### config.mk
export PLATFORM = sky130hd
export DESIGN_NAME = segpk_segmenter
export DESIGN_NICKNAME = d
export VERILOG_FILES = /design/src/rtl/segpk_pkg.sv /design/src/rtl/segpk_cursor.sv /design/src/rtl/segpk_stage.sv /design/src/rtl/segpk_outreg.sv /design/src/rtl/segpk_segmenter.sv
export SDC_FILE = /design/constraint.sdc
export NUM_CORES = 2
export LEC_CHECK = 0
export BUFFER_PORTS_ARGS = -buffer_cell sky130_fd_sc_hd__buf_4
export CAP_MARGIN = 10
export CORE_UTILIZATION = 56
export CTS_CLUSTER_SIZE = 40
export DETAILED_ROUTE_END_ITERATION = 16
export PLACE_DENSITY_LB_ADDON = 0.15
export SLEW_MARGIN = 20
export SYNTH_ARGS = -nofsm -noshare
export SYNTH_HDL_FRONTEND = slang
export SYNTH_SLANG_ARGS = --single-unit
### constraint.sdc
create_clock -name clk -period 4.4 [get_ports clk]
set_clock_uncertainty 0.1 [all_clocks]
set_input_delay 0.88 -clock clk [delete_from_list [all_inputs] [get_ports clk]]
set_output_delay 0.88 -clock clk [all_outputs]
set_load 0.01 [all_outputs]
### src/rtl/segpk_pkg.sv
`timescale 1ns/1ps
package segpk_pkg;
   localparam int LANE_BITS = 8;

   // Bit offset, within one segment, of byte lane `lane` (lane 0 is the top).
   function automatic int lane_lsb(int lane, int seg_bytes);
      return (seg_bytes - 1 - lane) * LANE_BITS;
   endfunction

   // Why a staged word leaves this cycle.
   typedef enum logic [1:0] {
      FL_NONE = 2'd0,
      FL_FULL = 2'd1,
      FL_IDLE = 2'd2
   } flush_kind_e;
endpackage

### src/rtl/segpk_cursor.sv
`timescale 1ns/1ps
// Write position tracker: which segment and lane the next byte lands in,
// whether a packet is open, and when the staged word must leave.
module segpk_cursor #(
   parameter int NUM_SEG   = 4,
   parameter int SEG_BYTES = 16,
   localparam int SEG_W    = $clog2(NUM_SEG),
   localparam int CNT_W    = SEG_W + 1,
   localparam int LANE_W   = $clog2(SEG_BYTES)
) (
   input  logic              clk,
   input  logic              rst_n,
   input  logic              acc,
   input  logic              in_sop,
   input  logic              in_eop,
   output logic              take,
   output logic              start,
   output logic              close,
   output logic [SEG_W-1:0]  wr_seg,
   output logic [LANE_W-1:0] wr_lane,
   output logic              flush,
   output logic [CNT_W-1:0]  fill_cnt
);
   import segpk_pkg::*;

   logic [CNT_W-1:0]  closed_q, closed_nxt;
   logic [LANE_W-1:0] lane_q;
   logic              open_q;
   logic              last_lane;
   flush_kind_e       kind;

   assign take       = acc & (open_q | in_sop);
   assign start      = take & ~open_q;
   assign last_lane  = (lane_q == LANE_W'(SEG_BYTES - 1));
   assign close      = take & (in_eop | last_lane);
   assign closed_nxt = closed_q + CNT_W'(close);

   always_comb begin
      if (closed_nxt == CNT_W'(NUM_SEG))
         kind = FL_FULL;
      else if (!take && (closed_q != '0) && !open_q)
         kind = FL_IDLE;
      else
         kind = FL_NONE;
   end

   assign flush    = (kind != FL_NONE);
   assign wr_seg   = closed_q[SEG_W-1:0];
   assign wr_lane  = lane_q;
   assign fill_cnt = closed_nxt;

   always_ff @(posedge clk) begin
      if (!rst_n) begin
         closed_q <= '0;
         lane_q   <= '0;
         open_q   <= 1'b0;
      end else begin
         closed_q <= flush ? '0 : closed_nxt;
         if (close)
            lane_q <= '0;
         else if (take)
            lane_q <= lane_q + 1'b1;
         if (take && in_eop)
            open_q <= 1'b0;
         else if (start)
            open_q <= 1'b1;
      end
   end
endmodule

### src/rtl/segpk_stage.sv
`timescale 1ns/1ps
// Staging word: one register set per segment, written a byte at a time.
// Exposes the contents as they will be after this cycle's write.
module segpk_stage #(
   parameter int NUM_SEG   = 4,
   parameter int SEG_BYTES = 16,
   parameter int CHAN_W    = 8,
   localparam int SEG_BITS = SEG_BYTES * 8,
   localparam int SEG_W    = $clog2(NUM_SEG),
   localparam int LANE_W   = $clog2(SEG_BYTES),
   localparam int MTY_W    = LANE_W
) (
   input  logic                         clk,
   input  logic                         rst_n,
   input  logic                         take,
   input  logic                         start,
   input  logic                         close,
   input  logic                         last,
   input  logic                         err_in,
   input  logic [7:0]                   byte_in,
   input  logic [CHAN_W-1:0]            chan_in,
   input  logic [SEG_W-1:0]             wr_seg,
   input  logic [LANE_W-1:0]            wr_lane,
   input  logic                         flush,
   output logic [NUM_SEG*SEG_BITS-1:0]  nxt_data,
   output logic [NUM_SEG-1:0]           nxt_sop,
   output logic [NUM_SEG-1:0]           nxt_eop,
   output logic [NUM_SEG-1:0]           nxt_err,
   output logic [NUM_SEG*MTY_W-1:0]     nxt_mty,
   output logic [NUM_SEG*CHAN_W-1:0]    nxt_chan
);
   logic [NUM_SEG*SEG_BITS-1:0] data_q;
   logic [NUM_SEG-1:0]          sop_q, eop_q, err_q;
   logic [NUM_SEG*MTY_W-1:0]    mty_q;
   logic [NUM_SEG*CHAN_W-1:0]   chan_q;
   logic [CHAN_W-1:0]           pkt_chan_q;
   logic [CHAN_W-1:0]           cur_chan;

   assign cur_chan = start ? chan_in : pkt_chan_q;

   for (genvar g = 0; g < NUM_SEG; g++) begin : g_seg
      logic sel, first, end_here;
      assign sel      = take && (wr_seg == SEG_W'(g));
      assign first    = sel && (wr_lane == '0);
      assign end_here = sel && close && last;

      for (genvar l = 0; l < SEG_BYTES; l++) begin : g_lane
         localparam int LSB = g * SEG_BITS + segpk_pkg::lane_lsb(l, SEG_BYTES);
         assign nxt_data[LSB +: 8] = (sel && (wr_lane == LANE_W'(l))) ? byte_in
                                                                    : data_q[LSB +: 8];
      end

      assign nxt_sop[g] = sop_q[g] | (sel & start);
      assign nxt_eop[g] = eop_q[g] | end_here;
      assign nxt_err[g] = end_here ? err_in : err_q[g];
      assign nxt_mty[g*MTY_W +: MTY_W] = end_here ? (MTY_W'(SEG_BYTES - 1) - wr_lane)
                                                  : mty_q[g*MTY_W +: MTY_W];
      assign nxt_chan[g*CHAN_W +: CHAN_W] = first ? cur_chan
                                                  : chan_q[g*CHAN_W +: CHAN_W];
   end

   always_ff @(posedge clk) begin
      if (!rst_n || flush) begin
         data_q <= '0;
         sop_q  <= '0;
         eop_q  <= '0;
         err_q  <= '0;
         mty_q  <= '0;
         chan_q <= '0;
      end else begin
         data_q <= nxt_data;
         sop_q  <= nxt_sop;
         eop_q  <= nxt_eop;
         err_q  <= nxt_err;
         mty_q  <= nxt_mty;
         chan_q <= nxt_chan;
      end
   end

   always_ff @(posedge clk) begin
      if (!rst_n)
         pkt_chan_q <= '0;
      else if (start)
         pkt_chan_q <= chan_in;
   end
endmodule

### src/rtl/segpk_outreg.sv
`timescale 1ns/1ps
// Output register: loads the staged word on a flush and raises the enables
// of the closed segments for one cycle.
module segpk_outreg #(
   parameter int NUM_SEG  = 4,
   parameter int SEG_BITS = 128,
   parameter int MTY_W    = 4,
   parameter int CHAN_W   = 8,
   parameter int CNT_W    = 3
) (
   input  logic                         clk,
   input  logic                         rst_n,
   input  logic                         load,
   input  logic [CNT_W-1:0]             fill_cnt,
   input  logic [NUM_SEG*SEG_BITS-1:0]  nxt_data,
   input  logic [NUM_SEG-1:0]           nxt_sop,
   input  logic [NUM_SEG-1:0]           nxt_eop,
   input  logic [NUM_SEG-1:0]           nxt_err,
   input  logic [NUM_SEG*MTY_W-1:0]     nxt_mty,
   input  logic [NUM_SEG*CHAN_W-1:0]    nxt_chan,
   output logic [NUM_SEG-1:0]           seg_ena,
   output logic [NUM_SEG-1:0]           seg_sop,
   output logic [NUM_SEG-1:0]           seg_eop,
   output logic [NUM_SEG-1:0]           seg_err,
   output logic [NUM_SEG*MTY_W-1:0]     seg_mty,
   output logic [NUM_SEG*CHAN_W-1:0]    seg_chan,
   output logic [NUM_SEG*SEG_BITS-1:0]  seg_data
);
   logic [NUM_SEG-1:0] en_mask;

   for (genvar g = 0; g < NUM_SEG; g++) begin : g_mask
      assign en_mask[g] = (fill_cnt > CNT_W'(g));
   end

   always_ff @(posedge clk) begin
      if (!rst_n) begin
         seg_ena  <= '0;
         seg_sop  <= '0;
         seg_eop  <= '0;
         seg_err  <= '0;
         seg_mty  <= '0;
         seg_chan <= '0;
         seg_data <= '0;
      end else begin
         seg_ena <= load ? en_mask : '0;
         if (load) begin
            seg_sop  <= nxt_sop;
            seg_eop  <= nxt_eop;
            seg_err  <= nxt_err;
            seg_mty  <= nxt_mty;
            seg_chan <= nxt_chan;
            seg_data <= nxt_data;
         end
      end
   end
endmodule

### src/rtl/segpk_segmenter.sv
`timescale 1ns/1ps
module segpk_segmenter #(
   parameter int NUM_SEG   = 4,
   parameter int SEG_BYTES = 16,
   parameter int CHAN_W    = 8
) (
   input  logic                                   clk,
   input  logic                                   rst_n,
   input  logic                                   in_valid,
   output logic                                   in_ready,
   input  logic [7:0]                             in_data,
   input  logic                                   in_sop,
   input  logic                                   in_eop,
   input  logic                                   in_err,
   input  logic [CHAN_W-1:0]                      in_chan,
   input  logic                                   bus_rdy,
   output logic [NUM_SEG-1:0]                     seg_ena,
   output logic [NUM_SEG-1:0]                     seg_sop,
   output logic [NUM_SEG-1:0]                     seg_eop,
   output logic [NUM_SEG-1:0]                     seg_err,
   output logic [NUM_SEG*$clog2(SEG_BYTES)-1:0]   seg_mty,
   output logic [NUM_SEG*CHAN_W-1:0]              seg_chan,
   output logic [NUM_SEG*SEG_BYTES*8-1:0]         seg_data
);
   localparam int SEG_BITS = SEG_BYTES * 8;
   localparam int SEG_W    = $clog2(NUM_SEG);
   localparam int CNT_W    = SEG_W + 1;
   localparam int LANE_W   = $clog2(SEG_BYTES);
   localparam int MTY_W    = LANE_W;

   if (NUM_SEG < 2 || (NUM_SEG & (NUM_SEG - 1)) != 0) begin : g_bad_seg
      $error("NUM_SEG must be a power of two of at least 2");
   end
   if (SEG_BYTES < 2 || (SEG_BYTES & (SEG_BYTES - 1)) != 0) begin : g_bad_bytes
      $error("SEG_BYTES must be a power of two of at least 2");
   end
   if (CHAN_W < 1) begin : g_bad_chan
      $error("CHAN_W must be at least 1");
   end

   logic                        acc, take, start, close, flush;
   logic [SEG_W-1:0]            wr_seg;
   logic [LANE_W-1:0]           wr_lane;
   logic [CNT_W-1:0]            fill_cnt;
   logic [NUM_SEG*SEG_BITS-1:0] nxt_data;
   logic [NUM_SEG-1:0]          nxt_sop, nxt_eop, nxt_err;
   logic [NUM_SEG*MTY_W-1:0]    nxt_mty;
   logic [NUM_SEG*CHAN_W-1:0]   nxt_chan;

   assign in_ready = bus_rdy;
   assign acc      = in_valid & bus_rdy;

   segpk_cursor #(.NUM_SEG(NUM_SEG), .SEG_BYTES(SEG_BYTES)) u_cursor (
      .clk      (clk),
      .rst_n    (rst_n),
      .acc      (acc),
      .in_sop   (in_sop),
      .in_eop   (in_eop),
      .take     (take),
      .start    (start),
      .close    (close),
      .wr_seg   (wr_seg),
      .wr_lane  (wr_lane),
      .flush    (flush),
      .fill_cnt (fill_cnt)
   );

   segpk_stage #(.NUM_SEG(NUM_SEG), .SEG_BYTES(SEG_BYTES), .CHAN_W(CHAN_W)) u_stage (
      .clk      (clk),
      .rst_n    (rst_n),
      .take     (take),
      .start    (start),
      .close    (close),
      .last     (in_eop),
      .err_in   (in_err),
      .byte_in  (in_data),
      .chan_in  (in_chan),
      .wr_seg   (wr_seg),
      .wr_lane  (wr_lane),
      .flush    (flush),
      .nxt_data (nxt_data),
      .nxt_sop  (nxt_sop),
      .nxt_eop  (nxt_eop),
      .nxt_err  (nxt_err),
      .nxt_mty  (nxt_mty),
      .nxt_chan (nxt_chan)
   );

   segpk_outreg #(
      .NUM_SEG(NUM_SEG), .SEG_BITS(SEG_BITS), .MTY_W(MTY_W),
      .CHAN_W(CHAN_W), .CNT_W(CNT_W)
   ) u_out (
      .clk      (clk),
      .rst_n    (rst_n),
      .load     (flush),
      .fill_cnt (fill_cnt),
      .nxt_data (nxt_data),
      .nxt_sop  (nxt_sop),
      .nxt_eop  (nxt_eop),
      .nxt_err  (nxt_err),
      .nxt_mty  (nxt_mty),
      .nxt_chan (nxt_chan),
      .seg_ena  (seg_ena),
      .seg_sop  (seg_sop),
      .seg_eop  (seg_eop),
      .seg_err  (seg_err),
      .seg_mty  (seg_mty),
      .seg_chan (seg_chan),
      .seg_data (seg_data)
   );
endmodule

# Yosys cells after proc, flatten, opt, wreduce, memory -nomap -nowiden
# Cells that the tools add are included.
[op_classes] magnitude_cmp=4 bitwise_logic=20 eq_ne=19 addsub=3 reduce_logical=91 mux=79
[ops] operator="8-bit two-way mux" n=69
[ops] operator="1-bit logical AND" n=79
[ops] operator="4-bit == test, second input constant" n=8
[ops] operator="4-bit by 3-bit == test with 1-bit output, second input constant" n=4
[ops] operator="4-bit two-way mux" n=4
[ops] operator="1-bit OR" n=10
[ops] operator="1-bit AND" n=8
[ops] operator="4-bit by 2-bit == test with 1-bit output, second input constant" n=2
[ops] operator="3-bit by 1-bit greater-than comparator with 1-bit output, second input constant" n=2
[ops] operator="3-bit by 2-bit greater-than comparator with 1-bit output, second input constant" n=2
[ops] operator="2-bit OR reduction" n=3
[ops] operator="4-bit by 1-bit adder with 4-bit output, second input constant" n=1
[ops] operator="2-bit == test, second input constant" n=2
[ops] operator="4-bit by 1-bit == test with 1-bit output, second input constant" n=1
[ops] operator="4-bit logical NOT" n=1
[ops] operator="1-bit two-way mux" n=4
[ops] operator="2-bit two-way mux" n=2
[ops] operator="4-bit subtractor, first input constant" n=1
[ops] operator="3-bit by 1-bit adder with 3-bit output" n=1
[ops] operator="3-bit == test, second input constant" n=1
[ops] operator="1-bit logical NOT" n=3
[ops] operator="3-bit nonzero test" n=1
[ops] operator="2-bit by 1-bit == test with 1-bit output, second input constant" n=1
[ops] operator="2-bit logical NOT" n=1
[ops] operator="other kinds (4)" n=5
[word_totals] inputBits=23 reg_bits=1164

# Depth between registers and ports, before layout
[depth] ltp_word=9 ltp_mapped=15

# Modules after synthesis
# A second synthesis with hierarchy kept.
[unflattened] cells_unflattened=4622 hier_area_um2=51297.9
[by_module_without_submodules] mod="segpk_stage" cells_per_inst=2714 area_each_um2=28509.8 instances=1
[by_module_without_submodules] mod="segpk_outreg" cells_per_inst=1856 area_each_um2=22345.2 instances=1
[by_module_without_submodules] mod="segpk_cursor" cells_per_inst=50 area_each_um2=429.2 instances=1
[by_module_without_submodules] mod="segpk_segmenter" cells_per_inst=2 area_each_um2=13.8 instances=1

# Least setup slack after synthesis
# OpenSTA, ideal clock, no wires.
[synth_path] path_type="input -> register" startpoint="input port in_sop" endpoint="register u_out.seg_data[492]" path_slack_ps=911 path_buffers=7 arrival_ps=3259 stages=15 required_ps=4170 cell_sequence="buf_2 o211a_1 buf_2 buf_6 o21a_1 ha_1 ha_1 or2_2 o221a_2 clkbuf_1 buf_2 buf_4 buf_2 nand2_1 o21ai_0"
[synth_rtl] item="start: declaration" line_no="segpk_segmenter.sv:12" rtl="input logic in_sop,"
[synth_rtl] item="1-bit OR" line_no="segpk_cursor.sv:32" rtl="assign take = acc & (open_q | in_sop);"
[synth_rtl] item="1-bit AND" line_no="segpk_cursor.sv:32"
[synth_rtl] item="1-bit AND" line_no="segpk_cursor.sv:35" rtl="assign close = take & (in_eop | last_lane);"
[synth_rtl] item="3-bit by 1-bit adder with 3-bit output" line_no="segpk_cursor.sv:36" rtl="assign closed_nxt = closed_q + CNT_W'(close);"
[synth_rtl] item="named net fill_cnt[1]" line_no="segpk_segmenter.sv:44" rtl="logic [CNT_W-1:0] fill_cnt;"
[synth_rtl] item="3-bit == test" line_no="segpk_cursor.sv:39" rtl="if (closed_nxt == CNT_W'(NUM_SEG))"
[synth_rtl] item="2-bit two-way mux" line_no="segpk_cursor.sv:39"
[synth_rtl] item="2-bit nonzero test" line_no="segpk_cursor.sv:47" rtl="assign flush = (kind != FL_NONE);"
[synth_rtl] item="end signal: assignment" line_no="segpk_outreg.sv:52" rtl="seg_data <= nxt_data;"
[synth_rtl] item="end: declaration" line_no="segpk_outreg.sv:27" rtl="output logic [NUM_SEG*SEG_BITS-1:0] seg_data"
# The timed path passes the listed nets, and every way through them passes these cells.
# A chain may end at the register's enable or synchronous reset.

# Worst setup path after layout
[layout_path] startpoint="register u_cursor.lane_q[0], in the netlist u_cursor.wr_lane[0]" endpoint="register u_out.seg_data[320]"
[layout_via] elab_chain_cells=7
[layout_rtl] item="start: declaration" line_no="segpk_cursor.sv:27" rtl="logic [LANE_W-1:0] lane_q;"
[layout_rtl] item="start signal: assignment" line_no="segpk_cursor.sv:62" rtl="lane_q <= lane_q + 1'b1;"
[layout_rtl] item="4-bit == test" line_no="segpk_cursor.sv:34" rtl="assign last_lane = (lane_q == LANE_W'(SEG_BYTES - 1));"
[layout_rtl] item="1-bit OR" line_no="segpk_cursor.sv:35"
[layout_rtl] item="1-bit AND" line_no="segpk_cursor.sv:35"
[layout_rtl] item="3-bit by 1-bit adder with 3-bit output" line_no="segpk_cursor.sv:36"
[layout_rtl] item="3-bit == test" line_no="segpk_cursor.sv:39"
[layout_rtl] item="2-bit two-way mux" line_no="segpk_cursor.sv:39"
[layout_rtl] item="2-bit nonzero test" line_no="segpk_cursor.sv:47"
# Parallel ways exist; a longest one is shown, timed or not.

==> results.md <==
- Starting Density: 56.83%
- Setup Total Neg Slack: 0 ps
- Ys flop type: dfxtp_1
- Buffers added on ports: 599
- Total wire length: 110.7 mm
- Post-synth net total: 3935
- Post-synthesis xor/xnor area fraction: 0.06266%
- Cell repeated most along the worst path: ha_1
- Count leader, synth: dfxtp_1
- Clock Sinks: 1164
- Core footprint: 70270 µm²
- Area growth syn-to-layout: 21.25%
- First-pass GRT wire length: 163.6 mm
- Critical path startpoint category: flip-flop
- CP Class: flip-flop to flip-flop
- Final slew viol count: 0
- Setup Viol. Count Final: 0
- Root Driver: clkbuf_16
- Max_slew headroom: 13.94%
- Via count: 29060
- Sequential area share after synthesis: 58.35%
- Post-Synth Simple-Gate Area: 13.77%
- Yosys cell types: 49
- Die extent in y: 269.0 µm
- Final worst-path setup slack: 932.1 ps
- Worst Path Required: 4800 ps
- Worst hold path class: flip-flop to flip-flop
- Post-Synth Adder-Cell Area: 0.1880%
- Num ports: 600
- Top cells by count, synth: dfxtp_1 (1164), nor2_1 (580), nand2_1 (579)
- Die area: 72380 µm²
- Fillers: 5522
- Status: complete, no violations
- Worst path bufs/invs: 1
- Area fraction in compound gates after synthesis: 9.384%
- Crit path max fanout: 121
- DRT iter0 DRCs: 2430
- Max stage delay on crit path: 570 ps
- Synth Register Bits: 1164
- Horiz. Die Dim: 269.0 µm
- Largest net degree at the start of global routing: 223
- # hold bufs at CTS: 0
- DRC Markers: 0
- Slowest cell on crit path: buf_12
- Initial antenna violation count: 0
- Endpoint class of the critical path: flip-flop
- Fin crit period: 3468 ps
- Drt wl/cell: 20.49 µm
- Hpwl dp: 69.99 mm
- Drt first pass iters: 5
- MaxCap Viol Count: 0
- Cell taking the most area after synthesis: dfxtp_1
- Max frequency: 0.2884 GHz
- Avg Cell Area, Syn: 10.22 µm²
- Routed Antenna Nets: 0
- H-tree Lvls: 3
- Ys Warns: 0
- RSZ-0062 raised after global routing: false
- Worst Path Arrival: 3870 ps
- Mux cell area share after synthesis: 14.36%
- Layout cells sized above 1: 24.34%
- Async S/R FF share, synth: 0%
- Slew @ Worst Pin: 1291 ps
- Routability congestion estimate: 0.7892
- GRT overflow: 0
- Final Hold Viols: 0
- Area contributors post-synth: dfxtp_1 (58%), mux2i_1 (14%), nor2_1 (5.5%)
- Post-synth EDFFs: 0
- Total setup buffers inserted after CTS: 0
- CTS tree: built
- Dpl ws: 536.8 ps
- Synth Cell Area: 39930 µm²
- Worst-Skew Late Latency: 660 ps
- NumNets Final: 4407
- Static Leak: 20.88 nW
- CTS Buf Count: 111
- Worst path cell trace: ha_1 > and3_1 > o21a_1 > ha_1 > ha_1 > xnor2_2 > o22a_1 > nand2b_4 > buf_12 > o21ai_1
- Vias/cell: 5.379
- Row cnt: 97
- Synthesized instance count: 3906
- Maximum root-to-sink buffer count: 3
- Pwr dens: 432.9 nW/µm²
- Total global-route track usage: 29.70%
- Top cell type's share of synthesized area: 58.35%
- Combinational family with the most area after synthesis: multiplexers
- # resized after CTS: 0
- Worst VDD drop: 276.8 µV
- CP delay by family, top: compound AO/OA/AOI/OAI gates
- Fin crit share: 78.82%
- Reg clk slew, reported paths: 60 ps
- Vias in the first global route: 27340
==> flip-flops by register name, summed over array words and instances, names as in the netlist, 8 cells and up <==
name / cells
u_stage.data_q: 512
u_out.seg_data: 512
u_stage.chan_q: 32
u_stage.mty_q: 16
u_stage.pkt_chan_q: 8
u_out.seg_chan: 32
u_out.seg_mty: 16
==> final timing paths <==
check / depth (start not counted) / end / slack (ps) / from
max reg2reg: 10 / u_out.seg_data[320]$_SDFFE_PN0P_ / 930 / u_cursor.wr_lane[0]$_SDFFE_PP0N_
max: 10 / u_out.seg_data[320]$_SDFFE_PN0P_ / 930 / u_cursor.wr_lane[0]$_SDFFE_PP0N_
min: 2 / u_out.seg_data[297]$_SDFFE_PN0P_ / 350 / u_out.seg_data[297]$_SDFFE_PN0P_
min reg2reg: 2 / u_out.seg_data[297]$_SDFFE_PN0P_ / 350 / u_out.seg_data[297]$_SDFFE_PN0P_
==> metrics by stage <==
step / cells / cell area (µm²) / hold slack [ps] / util (%) / total power, mW
2_1_floorplan: 3906 / 39930 / 321.0 / - / 11.19
3_3_place_gp: 5205 / 44640 / 334.5 / 63.53 / 11.39
3_5_place_dp: 5205 / 44640 / 342.6 / 63.53 / 11.39
4_1_cts: 5401 / 48420 / 351.0 / 68.90 / 21.05
5_1_grt: 5401 / 48420 / 361.3 / 68.90 / 21.52
6_report: 5402 / 48420 / 347.4 / 68.91 / 20.96
==> worst reg2reg max path, cell delays in order, from the launching register on <==
cell and delay [ps]:
dfxtp_1 350, ha_1 220, and3_1 220, o21a_1 200
ha_1 180, ha_1 210, xnor2_2 350, o22a_1 280
nand2b_4 340, buf_12 570, o21ai_1 320
==> where the power goes <==
| group | total (mW) | leakage, nW | internal [mW] | switching [mW] |
|---|---|---|---|---|
| clock network | 9.81 | 1.86 | 5.83 | 3.98 |
| logic | 0.589 | 9.65 | 0.0974 | 0.491 |
| registers | 10.6 | 9.37 | 10.5 | 0.0154 |
==> per-layer routing <==
metal | global-route usage [%] | wire length [µm] | up-vias
li1 | - | - | 13910
met1 | 39.33 | 47690 | 14090
met2 | 47.90 | 51880 | 858
met3 | 5.434 | 6736 | 204
met4 | 12.05 | 4380 | 0
met5 | 0 | 0 | -
==> logic make-up (layout without fill, tap and decap cells) <==
| group | after synthesis | in the layout |
|---|---|---|
| and+or+nand+nor | 1276 | 1276 |
| DFF | 1164 | 1164 |
| AOI/OAI and AO/OA | 593 | 593 |
| muxes | 572 | 572 |
| buffers and inverters | 293 | 848 |
| adders and majority gates | 6 | 6 |
| xor gates and xnor gates | 2 | 2 |
| other | 0 | 1 |
==> cell usage in the layout (no fill, tap or decap), drive strengths merged, types with 3 or more instances in the layout <==
cell type / n
a21oi: 4
a31oi: 7
and2: 8
and3: 5
and3b: 8
buf: 645
bufinv: 13
clkbuf: 157
clkinv: 21
clkinvlp: 3
dfxtp: 1164
ha: 6
inv: 9
mux2: 8
mux2i: 564
nand2: 579
nand2b: 3
nand3: 42
nand3b: 8
nor2: 581
nor3: 28
nor3b: 8
o21ai: 573
==> final cells by class <==
class | instances | area, µm² | share of cell area [%]
Antenna cell | 1 | 2.502 | 0.005168
Clock buffer | 157 | 3213 | 6.636
Clock inverter | 39 | 565.5 | 1.168
Inverter | 7 | 26.28 | 0.05426
Multi-Input combinational cell | 2449 | 15130 | 31.24
Sequential cell | 1164 | 23310 | 48.13
Tap cell | 940 | 1176 | 2.429
Timing Repair Buffer | 645 | 5005 | 10.34
No activity file was read; power rests on OpenSTA's default activity.
